[src/rtl/scope_cmd_pkg.sv]
// Package: shared command codes, field geometry and the range encoder.
// Assumes an 8-bit command path and a 3-bit range selector per channel.
package scope_cmd_pkg;

    localparam int          RANGE_W     = 3;
    localparam int          FIELD_BASE  = 2;
    localparam logic [7:0]  CMD_RANGE0  = 8'hE0;
    localparam logic [7:0]  CMD_RATE    = 8'hE2;
    localparam logic [7:0]  CMD_RUN     = 8'hE3;
    localparam logic [7:0]  CMD_CHANS   = 8'hE4;
    localparam logic [7:0]  CMD_FIRST   = 8'hE0;
    localparam logic [7:0]  CMD_LAST    = 8'hE4;
    localparam logic [RANGE_W-1:0] RANGE_RST = 3'b010;

    typedef enum logic {ST_IDLE, ST_APPLY} seq_state_t;

    // Map a range payload to its selector code; MSB of the result is the valid flag.
    function automatic logic [RANGE_W:0] encode_range(input logic [7:0] val);
        case (val)
            8'd1:    encode_range = {1'b1, 3'b010};
            8'd2:    encode_range = {1'b1, 3'b001};
            8'd5:    encode_range = {1'b1, 3'b000};
            8'd10:   encode_range = {1'b1, 3'b011};
            default: encode_range = {1'b0, 3'b000};
        endcase
    endfunction

endpackage

[src/rtl/tick_prescaler.sv]
// Tick prescaler: produces a one-cycle tick every DIV clocks and a test
// output that inverts on each tick. Assumes DIV >= 2.
module tick_prescaler #(
    parameter int DIV = 500
) (
    input  logic clk,
    input  logic rst_n,
    output logic tick,
    output logic tick_toggle
);
    localparam int CW = (DIV > 2) ? $clog2(DIV) : 1;
    localparam logic [CW-1:0] LAST = CW'(DIV - 1);

    logic [CW-1:0] cnt_q;

    assign tick = (cnt_q == LAST);

    // Free-running divider count.
    always_ff @(posedge clk) begin
        if (!rst_n)    cnt_q <= '0;
        else if (tick) cnt_q <= '0;
        else           cnt_q <= cnt_q + 1'b1;
    end

    // Test output flip per tick.
    always_ff @(posedge clk) begin
        if (!rst_n)    tick_toggle <= 1'b0;
        else if (tick) tick_toggle <= ~tick_toggle;
    end

    p_tick_gap_r11: assert property (@(posedge clk) disable iff (!rst_n)
        tick |=> !tick);
    p_toggle_on_tick_r11: assert property (@(posedge clk) disable iff (!rst_n)
        tick |=> (tick_toggle != $past(tick_toggle)));

endmodule

[src/rtl/range_field.sv]
// One channel's range field: on a matching apply, stores the encoded payload
// if it is a legal range value, otherwise keeps the stored code.
module range_field
    import scope_cmd_pkg::*;
#(
    parameter logic [7:0] MY_CODE = 8'hE0
) (
    input  logic               clk,
    input  logic               rst_n,
    input  logic               apply,
    input  logic [7:0]         code,
    input  logic [7:0]         arg,
    output logic [RANGE_W-1:0] bits
);
    logic [RANGE_W:0] enc;

    assign enc = encode_range(arg);

    // Field register update on a legal range command for this channel.
    always_ff @(posedge clk) begin
        if (!rst_n)
            bits <= RANGE_RST;
        else if (apply && code == MY_CODE && enc[RANGE_W])
            bits <= enc[RANGE_W-1:0];
    end

    p_field_hold_r3: assert property (@(posedge clk) disable iff (!rst_n)
        !(apply && code == MY_CODE) |=> $stable(bits));

endmodule

[src/rtl/led_timer.sv]
// Status LED with timed red: a load sets red and arms the countdown, green
// cancels it, and each tick counts down; expiry switches both pins high.
module led_timer #(
    parameter int LED_TICKS = 1000
) (
    input  logic clk,
    input  logic rst_n,
    input  logic tick,
    input  logic load_red,
    input  logic set_green,
    output logic led_a,
    output logic led_b
);
    localparam int LW = $clog2(LED_TICKS + 1);
    localparam logic [LW-1:0] LOAD_VAL = LW'(LED_TICKS);

    logic [LW-1:0] cnt_q;

    // Countdown and LED pin state; load wins over green, green over tick.
    always_ff @(posedge clk) begin
        if (!rst_n) begin
            cnt_q <= '0;
            led_a <= 1'b1;
            led_b <= 1'b1;
        end else if (load_red) begin
            cnt_q <= LOAD_VAL;
            led_a <= 1'b0;
            led_b <= 1'b1;
        end else if (set_green) begin
            cnt_q <= '0;
            led_a <= 1'b1;
            led_b <= 1'b0;
        end else if (tick && cnt_q != '0) begin
            cnt_q <= cnt_q - 1'b1;
            if (cnt_q == LW'(1)) begin
                led_a <= 1'b1;
                led_b <= 1'b1;
            end
        end
    end

    p_red_on_load_r4: assert property (@(posedge clk) disable iff (!rst_n)
        load_red |=> (!led_a && led_b));
    p_off_at_expiry_r5: assert property (@(posedge clk) disable iff (!rst_n)
        (tick && cnt_q == LW'(1) && !load_red && !set_green) |=> (led_a && led_b));
    p_green_holds_r6: assert property (@(posedge clk) disable iff (!rst_n)
        (led_a && !led_b && !load_red) |=> (led_a && !led_b));

endmodule

[src/rtl/scope_cmd_ctrl.sv]
// Command controller top: accepts a strobe when idle (stop pulse, red LED),
// applies the command one cycle later, and holds off strobes meanwhile.
// Assumes the command byte and payload are stable in the strobe cycle.
module scope_cmd_ctrl
    import scope_cmd_pkg::*;
#(
    parameter int TICK_DIV  = 500,
    parameter int LED_TICKS = 1000,
    parameter int NUM_CH    = 2
) (
    input  logic       clk,
    input  logic       rst_n,
    input  logic       cmd_valid,
    input  logic [7:0] cmd_code,
    input  logic [7:0] cmd_arg,
    output logic       cmd_busy,
    output logic       cmd_unhandled,
    output logic [7:0] ctrl_byte,
    output logic       led_a,
    output logic       led_b,
    output logic       tick_toggle,
    output logic       cap_stop,
    output logic       cap_start,
    output logic [7:0] rate_code,
    output logic [1:0] chan_count
);
    localparam int CTRL_W = FIELD_BASE + NUM_CH * RANGE_W;

    seq_state_t  state_q;
    logic [7:0]  code_q;
    logic [7:0]  arg_q;
    logic        accept;
    logic        apply;
    logic        run_ok;
    logic        tick;
    logic [CTRL_W-1:0] ctrl_w;

    assign accept   = (state_q == ST_IDLE) && cmd_valid;
    assign apply    = (state_q == ST_APPLY);
    assign run_ok   = apply && code_q == CMD_RUN && arg_q == 8'd1;
    assign cmd_busy = apply;

    // Sequencer: latch the command on accept, apply it in the next cycle.
    always_ff @(posedge clk) begin
        if (!rst_n) begin
            state_q  <= ST_IDLE;
            code_q   <= '0;
            arg_q    <= '0;
            cap_stop <= 1'b0;
        end else begin
            cap_stop <= accept;
            if (accept) begin
                code_q  <= cmd_code;
                arg_q   <= cmd_arg;
                state_q <= ST_APPLY;
            end else if (apply) begin
                state_q <= ST_IDLE;
            end
        end
    end

    // Forwarded capture settings and one-cycle result pulses.
    always_ff @(posedge clk) begin
        if (!rst_n) begin
            rate_code     <= 8'd1;
            chan_count    <= 2'd2;
            cap_start     <= 1'b0;
            cmd_unhandled <= 1'b0;
        end else begin
            cap_start     <= run_ok;
            cmd_unhandled <= apply && (code_q < CMD_FIRST || code_q > CMD_LAST);
            if (apply && code_q == CMD_RATE)
                rate_code <= arg_q;
            if (apply && code_q == CMD_CHANS && (arg_q == 8'd1 || arg_q == 8'd2))
                chan_count <= arg_q[1:0];
        end
    end

    assign ctrl_w[FIELD_BASE-1:0] = '0;

    generate
        for (genvar ch = 0; ch < NUM_CH; ch++) begin : g_field
            range_field #(
                .MY_CODE(CMD_RANGE0 + 8'(ch))
            ) field_i (
                .clk  (clk),
                .rst_n(rst_n),
                .apply(apply),
                .code (code_q),
                .arg  (arg_q),
                .bits (ctrl_w[FIELD_BASE + ch*RANGE_W +: RANGE_W])
            );
        end
    endgenerate

    assign ctrl_byte = 8'(ctrl_w);

    tick_prescaler #(.DIV(TICK_DIV)) presc_i (
        .clk        (clk),
        .rst_n      (rst_n),
        .tick       (tick),
        .tick_toggle(tick_toggle)
    );

    led_timer #(.LED_TICKS(LED_TICKS)) led_i (
        .clk      (clk),
        .rst_n    (rst_n),
        .tick     (tick),
        .load_red (accept),
        .set_green(run_ok),
        .led_a    (led_a),
        .led_b    (led_b)
    );

    p_ctrl_only_on_apply_r3: assert property (@(posedge clk) disable iff (!rst_n)
        (state_q != ST_APPLY) |=> $stable(ctrl_byte));
    p_stop_with_busy_r10: assert property (@(posedge clk) disable iff (!rst_n)
        cap_stop |-> cmd_busy);
    p_stop_single_r4: assert property (@(posedge clk) disable iff (!rst_n)
        cap_stop |=> !cap_stop);
    p_unhandled_no_start_r9: assert property (@(posedge clk) disable iff (!rst_n)
        cmd_unhandled |-> !cap_start);

endmodule

[config.mk]
export PLATFORM = sky130hd
export DESIGN_NAME = scope_cmd_ctrl
export DESIGN_NICKNAME = d
export VERILOG_FILES = /design/src/rtl/scope_cmd_pkg.sv /design/src/rtl/tick_prescaler.sv /design/src/rtl/range_field.sv /design/src/rtl/led_timer.sv /design/src/rtl/scope_cmd_ctrl.sv
export SDC_FILE = /design/constraint.sdc
export NUM_CORES = 1
export LEC_CHECK = 0
export ABC_AREA = 1
export CAP_MARGIN = 20
export CORE_AREA = 2 2 74 76
export CTS_CLUSTER_SIZE = 24
export DETAILED_ROUTE_END_ITERATION = 7
export DIE_AREA = 0 0 76 78
export MAX_ROUTING_LAYER = met4
export PLACE_DENSITY = 0.75
export SETUP_SLACK_MARGIN = 0.3
export SYNTH_ARGS = -nofsm -noshare
export SYNTH_HDL_FRONTEND = slang
export SYNTH_SLANG_ARGS = --single-unit
[constraint.sdc]
create_clock -name clk -period 3.99 [get_ports clk]
set_input_delay 0.798 -clock clk [delete_from_list [all_inputs] [get_ports clk]]
set_output_delay 0.798 -clock clk [all_outputs]
set_load 0.05 [all_outputs]
==> impl_metrics.tcl, run 1 <==
set metrics [dict create \
    ios 44 \
    vias 2194 \
    critPathLaunchType "input port" \
    cts_max_level 2 \
    relSlewSlack_pct 43.4 \
    drc 0 \
    crit_path_top_delay_cell "nor2_1" \
    portBuffers 39 \
    die_x_um 76 \
    yosysTopAreaCellShare_pct 44.0 \
    path_cells "clkdlybuf4s50_1 > buf_4 > clkinv_1 > nor2_1 > inv_1 > o21ai_0" \
    finalCritPeriodShare_pct 69.8 \
    crit_type "input port to register" \
    crit_required_ps 4240 \
    yosys.cell_count.top_type "nand2_1" \
    ys_async_sr_fraction_pct 0 \
    grt_pass1_vias 2060 \
    post_cts_resized 0 \
    cap_violations 0 \
    nets 408 \
    use_met3_pct 3.26 \
    drt-initial-drc-count 94 \
    dpl_cell_area_sq_mm 0.00292 \
    fmax_mhz 359 \
    ir_drop_mv 0.259 \
    final-hold-violation-count 0 \
    crit_path_max_incr_delay_ps 740 \
    powerDensity_mw_per_mm2 343 \
    ys_top_cells_by_area "dfxtp_1, nand2_1, nor2_1, inv_1, nand3_1" \
    syn_area_per_cell_sq_um 7.23 \
    cts_root_buf "clkbuf_8" \
    ys_seq_area_share_pct 44.0 \
    overflow 0 \
    wl_per_cell_um 11.1 \
    status "complete, no violations" \
    synth_largest_area_cell "dfxtp_1" \
    cts_max_path_buffers 2 \
    syn_inst 346 \
    die_h_um 78 \
    hp-class "register to register" \
    routabilityCongestion 0.878 \
    min_period_ps 2780 \
    syn2layout_area_growth_pct 20.5 \
    cts_buffers 5 \
    fin_worst_skew_ps 7.39 \
    fin_area_sq_mm 0.00301 \
    end_kind "register" \
    antenna_found_initial 0 \
    antenna_left 0 \
    synth-seq-cells 55 \
    grt_pass1_wl_um 8740 \
    rsz0062_at_grt "no" \
    clk_pin_slew_worst_paths_ps 100 \
    track_usage_pct 18.5 \
    synthTopCellsByCount "nand2_1, dfxtp_1, nor2_1" \
    met2_usage_pct 29.7 \
    drive_gt1_share_pct 5.96 \
    routed_via_density 4.81 \
    grt_max_degree 21 \
    placedCellCount 448 \
    cts_tree "done" \
    power_leakage_nw 1.35 \
    fin_setup_tns_ps 0 \
    start_util_pct 49.6 \
    coreArea_sq_mm 0.00504 \
    synth_cell_types 35 \
    dieArea_sq_mm 0.00593 \
    yosysWarningCount 0 \
    wirelength_um 5080 \
    core.rowCount 26 \
    critical_path.top_delay_family "buffers and inverters" \
    ys.flop_type "dfxtp_1" \
    setup-violations-final 0 \
    post_cts_buffers 0 \
    drt_first_pass_iters 4 \
    clkLatencyLatePin_ps 320 \
    cts_hold_buf 0 \
    cp.arrival_ps 3030 \
    cp_num_buf_inv 4 \
    syn_area_sq_mm 0.00250 \
    clock-sinks 55 \
    hpwl_um 3780 \
    synth_edf_count 0 \
    busiest_layer "met2" \
    worst_slew_pin_slew_ps 846 \
    worstPathMaxFanout 20 \
    drv_slew 0 \
    antennaDiodeCount 0 \
    final_cells 456 \
    grtUsageMet1_pct 23.1 \
]
[area by class of cell]
cell class / instances / area [sq um]
Fill cell: 494 / 2030
Timing Repair Buffer: 40 / 398
Clock inverter: 3 / 26.3
Multi-Input combinational cell: 240 / 1170
Sequential cell: 55 / 1100
Tap cell: 70 / 87.6
Inverter: 43 / 161
Clock buffer: 5 / 68.8
[flip-flops by register name, summed over array words and instances, names as in the netlist]
signal,cells
led_i.led_b,1
code_q,8
rate_code,8
cap_start,1
cap_stop,1
led_i.led_a,1
cmd_unhandled,1
g_field.field_i.bits,4
led_i.cnt_q,10
presc_i.cnt_q,9
arg_q,8
presc_i.tick_toggle,1
chan_count,2
[worst paths after layout]
kind	cells past startpoint	slack (ps)	start	endpoint
setup / recovery	6	1210	rst_n	arg_q[0]
hold / removal	2	470	code_q[5]	code_q[5]
setup reg to reg	6	1990	cap_stop	arg_q[0]
hold reg to reg	2	470	code_q[5]	code_q[5]
[per-layer routing]
metal  wire length [um]  part of all wire (%)
met3                161                   3.2
met2               2200                    43
met4                108                   2.1
met5                  0                     0
met1               2610                    51
[cells by family after synthesis]
kind of cell	after synthesis	synth area share, %
xor+xnor	3	1.05
other cells	1	0.150
flops	55	44.0
buf+inv	54	9.66
simple gates	186	33.1
fa+ha+maj	4	2.00
compound gates	43	10.0
[through the flow]
step / hold WS [ps] / util, % / total power (W) / setup slack (ps)
global placement: 448 / 57.8 / 0.000720 / 979
global route: 501 / 59.7 / 0.00108 / 957
floorplan: 430 / - / 0.000685 / 2200
finish: 470 / 59.7 / 0.00103 / 1210
detailed placement: 455 / 57.8 / 0.000723 / 928
CTS: 471 / 59.7 / 0.00104 / 1200
[report_power, final]
| group | leakage [nW] | internal [W] | switching, W |
|---|---|---|---|
| logic | 0.854 | 0.0000484 | 0.0000764 |
| clock network | 0.0491 | 0.000129 | 0.000192 |
| registers | 0.449 | 0.000568 | 0.0000172 |
[cells in the final DEF, fill, tap and decap left out, types with 5 or more instances in the layout]
master           Yosys  routed
dfxtp_1             55      55
a21oi_1             14      14
a22o_1               7       7
clkbuf_8             0       5
nor3_1               5       5
nor2_1              55      55
inv_1               40      40
o21ai_0             18      18
nand3_1             30      30
nand2_1             78      78
clkdlybuf4s50_1      0      39
[tightest hold or removal path, stage by stage, from the launching register on]
cell and delay [ps]:
dfxtp_1 330, nand2_1 60, nand2_1 40
No activity file was read; power rests on OpenSTA's default activity.
==> inputs of run 2 (changes only) <==
Settings changed: CORE_AREA 2 2 74 76 to 2 2 76 78, DIE_AREA 0 0 76 78 to 0 0 78 80, PLACE_DENSITY 0.75 to 0.74.
Clock period 3.99 ns to 2.5 ns, I/O delays scaled along.
==> run 2 against run 1 <==
Against the previous run: sequential cell count stayed put; die area up 5.3%; clock power rose by 89%; clock skew is 1.9 ps lower; sequential power increased by 60%; first-iteration DRC count is 22% higher; global-route usage shrank 0.37 points; combinational power up 62%; cell count is 1.1% higher; critical endpoint is now cap_stop; largest power group unchanged.
==> impl_metrics.tcl, run 2 (synthesized netlist as in run 1, its figures left out) <==
set metrics [dict create \
    clock-sinks 55 \
    grt_pass1_vias 2026 \
    cts_tree "done" \
    antenna_found_initial 0 \
    ios 44 \
    wl_per_cell_um 11.1 \
    portBuffers 39 \
    grt_max_degree 20 \
    startpoint "cap_stop" \
    hpwl_um 3900 \
    post_cts_resized 0 \
    post_cts_buffers 0 \
    relSlewSlack_pct 59.9 \
    r2r_slack_ps 780 \
    powerDensity_mw_per_mm2 571 \
    ff2ff_path_depth 6 \
    rsz0062_at_grt "no" \
    overflow 0 \
    wirelength_um 5130 \
    vias 2198 \
    crit_path_max_incr_delay_ps 840 \
    fillerInstances 530 \
    fin_area_sq_mm 0.00306 \
    final-hold-violation-count 0 \
    hp-class "register to register" \
    status "complete, no violations" \
    largestRegisters "led_i.cnt_q (10), presc_i.cnt_q (9)" \
    core.rowCount 27 \
    cts_root_buf "clkbuf_8" \
    drv_slew 0 \
    power_leakage_nw 1.38 \
    clk_pin_slew_worst_paths_ps 90 \
    cp.arrival_ps 1600 \
    pwr-share-clk_pct 34.8 \
    crit_type "register to primary output" \
    internal-power_w 0.00131 \
    multi_input_area_sq_mm 0.00117 \
    die_x_um 78 \
    dieArea_sq_mm 0.00624 \
    seqPwrFrac_pct 53.5 \
    coreArea_sq_mm 0.00541 \
    min_period_ps 2100 \
    critPathLaunchType "register" \
    worst_slew_pin_slew_ps 599 \
    nets 411 \
    dpl_cell_area_sq_mm 0.00294 \
    fin_setup_tns_ps 0 \
    layout_common_cells "nand2_1, nor2_1, dfxtp_1" \
    ir_drop_mv 0.476 \
    start_util_pct 46.3 \
    final_common_cell "nand2_1" \
    track_usage_pct 18.1 \
    drt_first_pass_iters 4 \
    fmax_mhz 476 \
    drive_gt1_share_pct 6.68 \
    routed_via_density 4.77 \
    crit_required_ps 2000 \
    die_h_um 80 \
    p_sw_w 0.000434 \
    cp_num_buf_inv 1 \
    worstPathMaxFanout 7 \
    critical_path.top_delay_family "buffers and inverters" \
    finalCritPeriodShare_pct 84.1 \
    cts_max_level 2 \
    antenna_left 0 \
    worstHoldPathCells 1 \
    crit_path_top_delay_cell "clkdlybuf4s50_1" \
    largest_reg_flops 10 \
    grt_pass1_wl_um 8740 \
    drc 0 \
    fin_worst_skew_ps 5.47 \
    drt-initial-drc-count 115 \
    hold_path.startpoint "presc_i.cnt_q[0]" \
    cap_violations 0 \
    cts_hold_buf 0 \
    worstHoldEndpoint "presc_i.cnt_q[0]" \
    sw_frac_of_total_pct 24.9 \
    r2r_end "arg_q[3]" \
    regMostFlops "led_i.cnt_q" \
    setup-violations-final 0 \
    syn2layout_area_growth_pct 22.4 \
    cts_max_path_buffers 2 \
    cts_buffers 5 \
    clkLatencyLatePin_ps 310 \
    regArea_sq_mm 0.00110 \
    r2r_start "cap_stop" \
    combPwrFrac_pct 11.6 \
    routabilityCongestion 0.834 \
    end_kind "primary output" \
    antennaDiodeCount 0 \
    path_cells "clkdlybuf4s50_1" \
]
## run 2: cell types whose count changed in the layout (fill, tap and decap cells not counted)
cell and change:
buf_4 +3, inv_6 -2, clkbuf_8 +1, bufinv_16 +1
clkinv_4 -1, clkinv_2 +1
## run 2: area by class of cell
type | count | share of cell area [%]
multi-input cells | 240 | 38.2
repair buffers | 43 | 13.7
clock inverters | 2 | 1.15
flip-flops and latches | 55 | 36.0
well taps | 72 | 2.94
inverters | 43 | 5.28
clock buffers | 6 | 2.70
## run 2: per-stage QoR
stage | setup slack, ps | hold slack [ps] | std cells | util, % | total power, W
6_report | 398 | 475 | 461 | 56.6 | 0.00175
5_1_grt | 334 | 498 | 461 | 56.6 | 0.00182
4_1_cts | 395 | 482 | 461 | 56.6 | 0.00176
3_5_place_dp | 306 | 459 | 453 | 54.4 | 0.00116
3_3_place_gp | 330 | 448 | 453 | 54.4 | 0.00115
2_1_floorplan | 938 | 430 | 349 | - | 0.00109
## run 2: worst max path at each step
stage	end	slack, ps	depth (start not counted)
after CTS	cap_stop	400	1
after global routing	cap_stop	330	1
after global placement	code_q[1]	330	6
after detailed placement	arg_q[3]	310	6
final	cap_stop	400	1
after floorplan	rate_code[0]	940	5
## run 2: power groups by stage
| stage | clock [W] | sequential, W | combinational [W] |
|---|---|---|---|
| after floorplan | 0 | 0.000959 | 0.000134 |
| after global placement | 0 | 0.000955 | 0.000200 |
| after detailed placement | 0 | 0.000955 | 0.000203 |
| after CTS | 0.000619 | 0.000935 | 0.000204 |
| after global routing | 0.000649 | 0.000940 | 0.000229 |
| final | 0.000608 | 0.000935 | 0.000203 |
## run 2: layer usage
layer  vias up  part of all wire [%]  global-route usage, %
met4         0                   2.0                   6.84
met1       970                    49                   22.3
met3        10                   4.4                   3.62
met2        44                    45                   29.6
li1       1174                     -                      -
met5         -                     0                      -
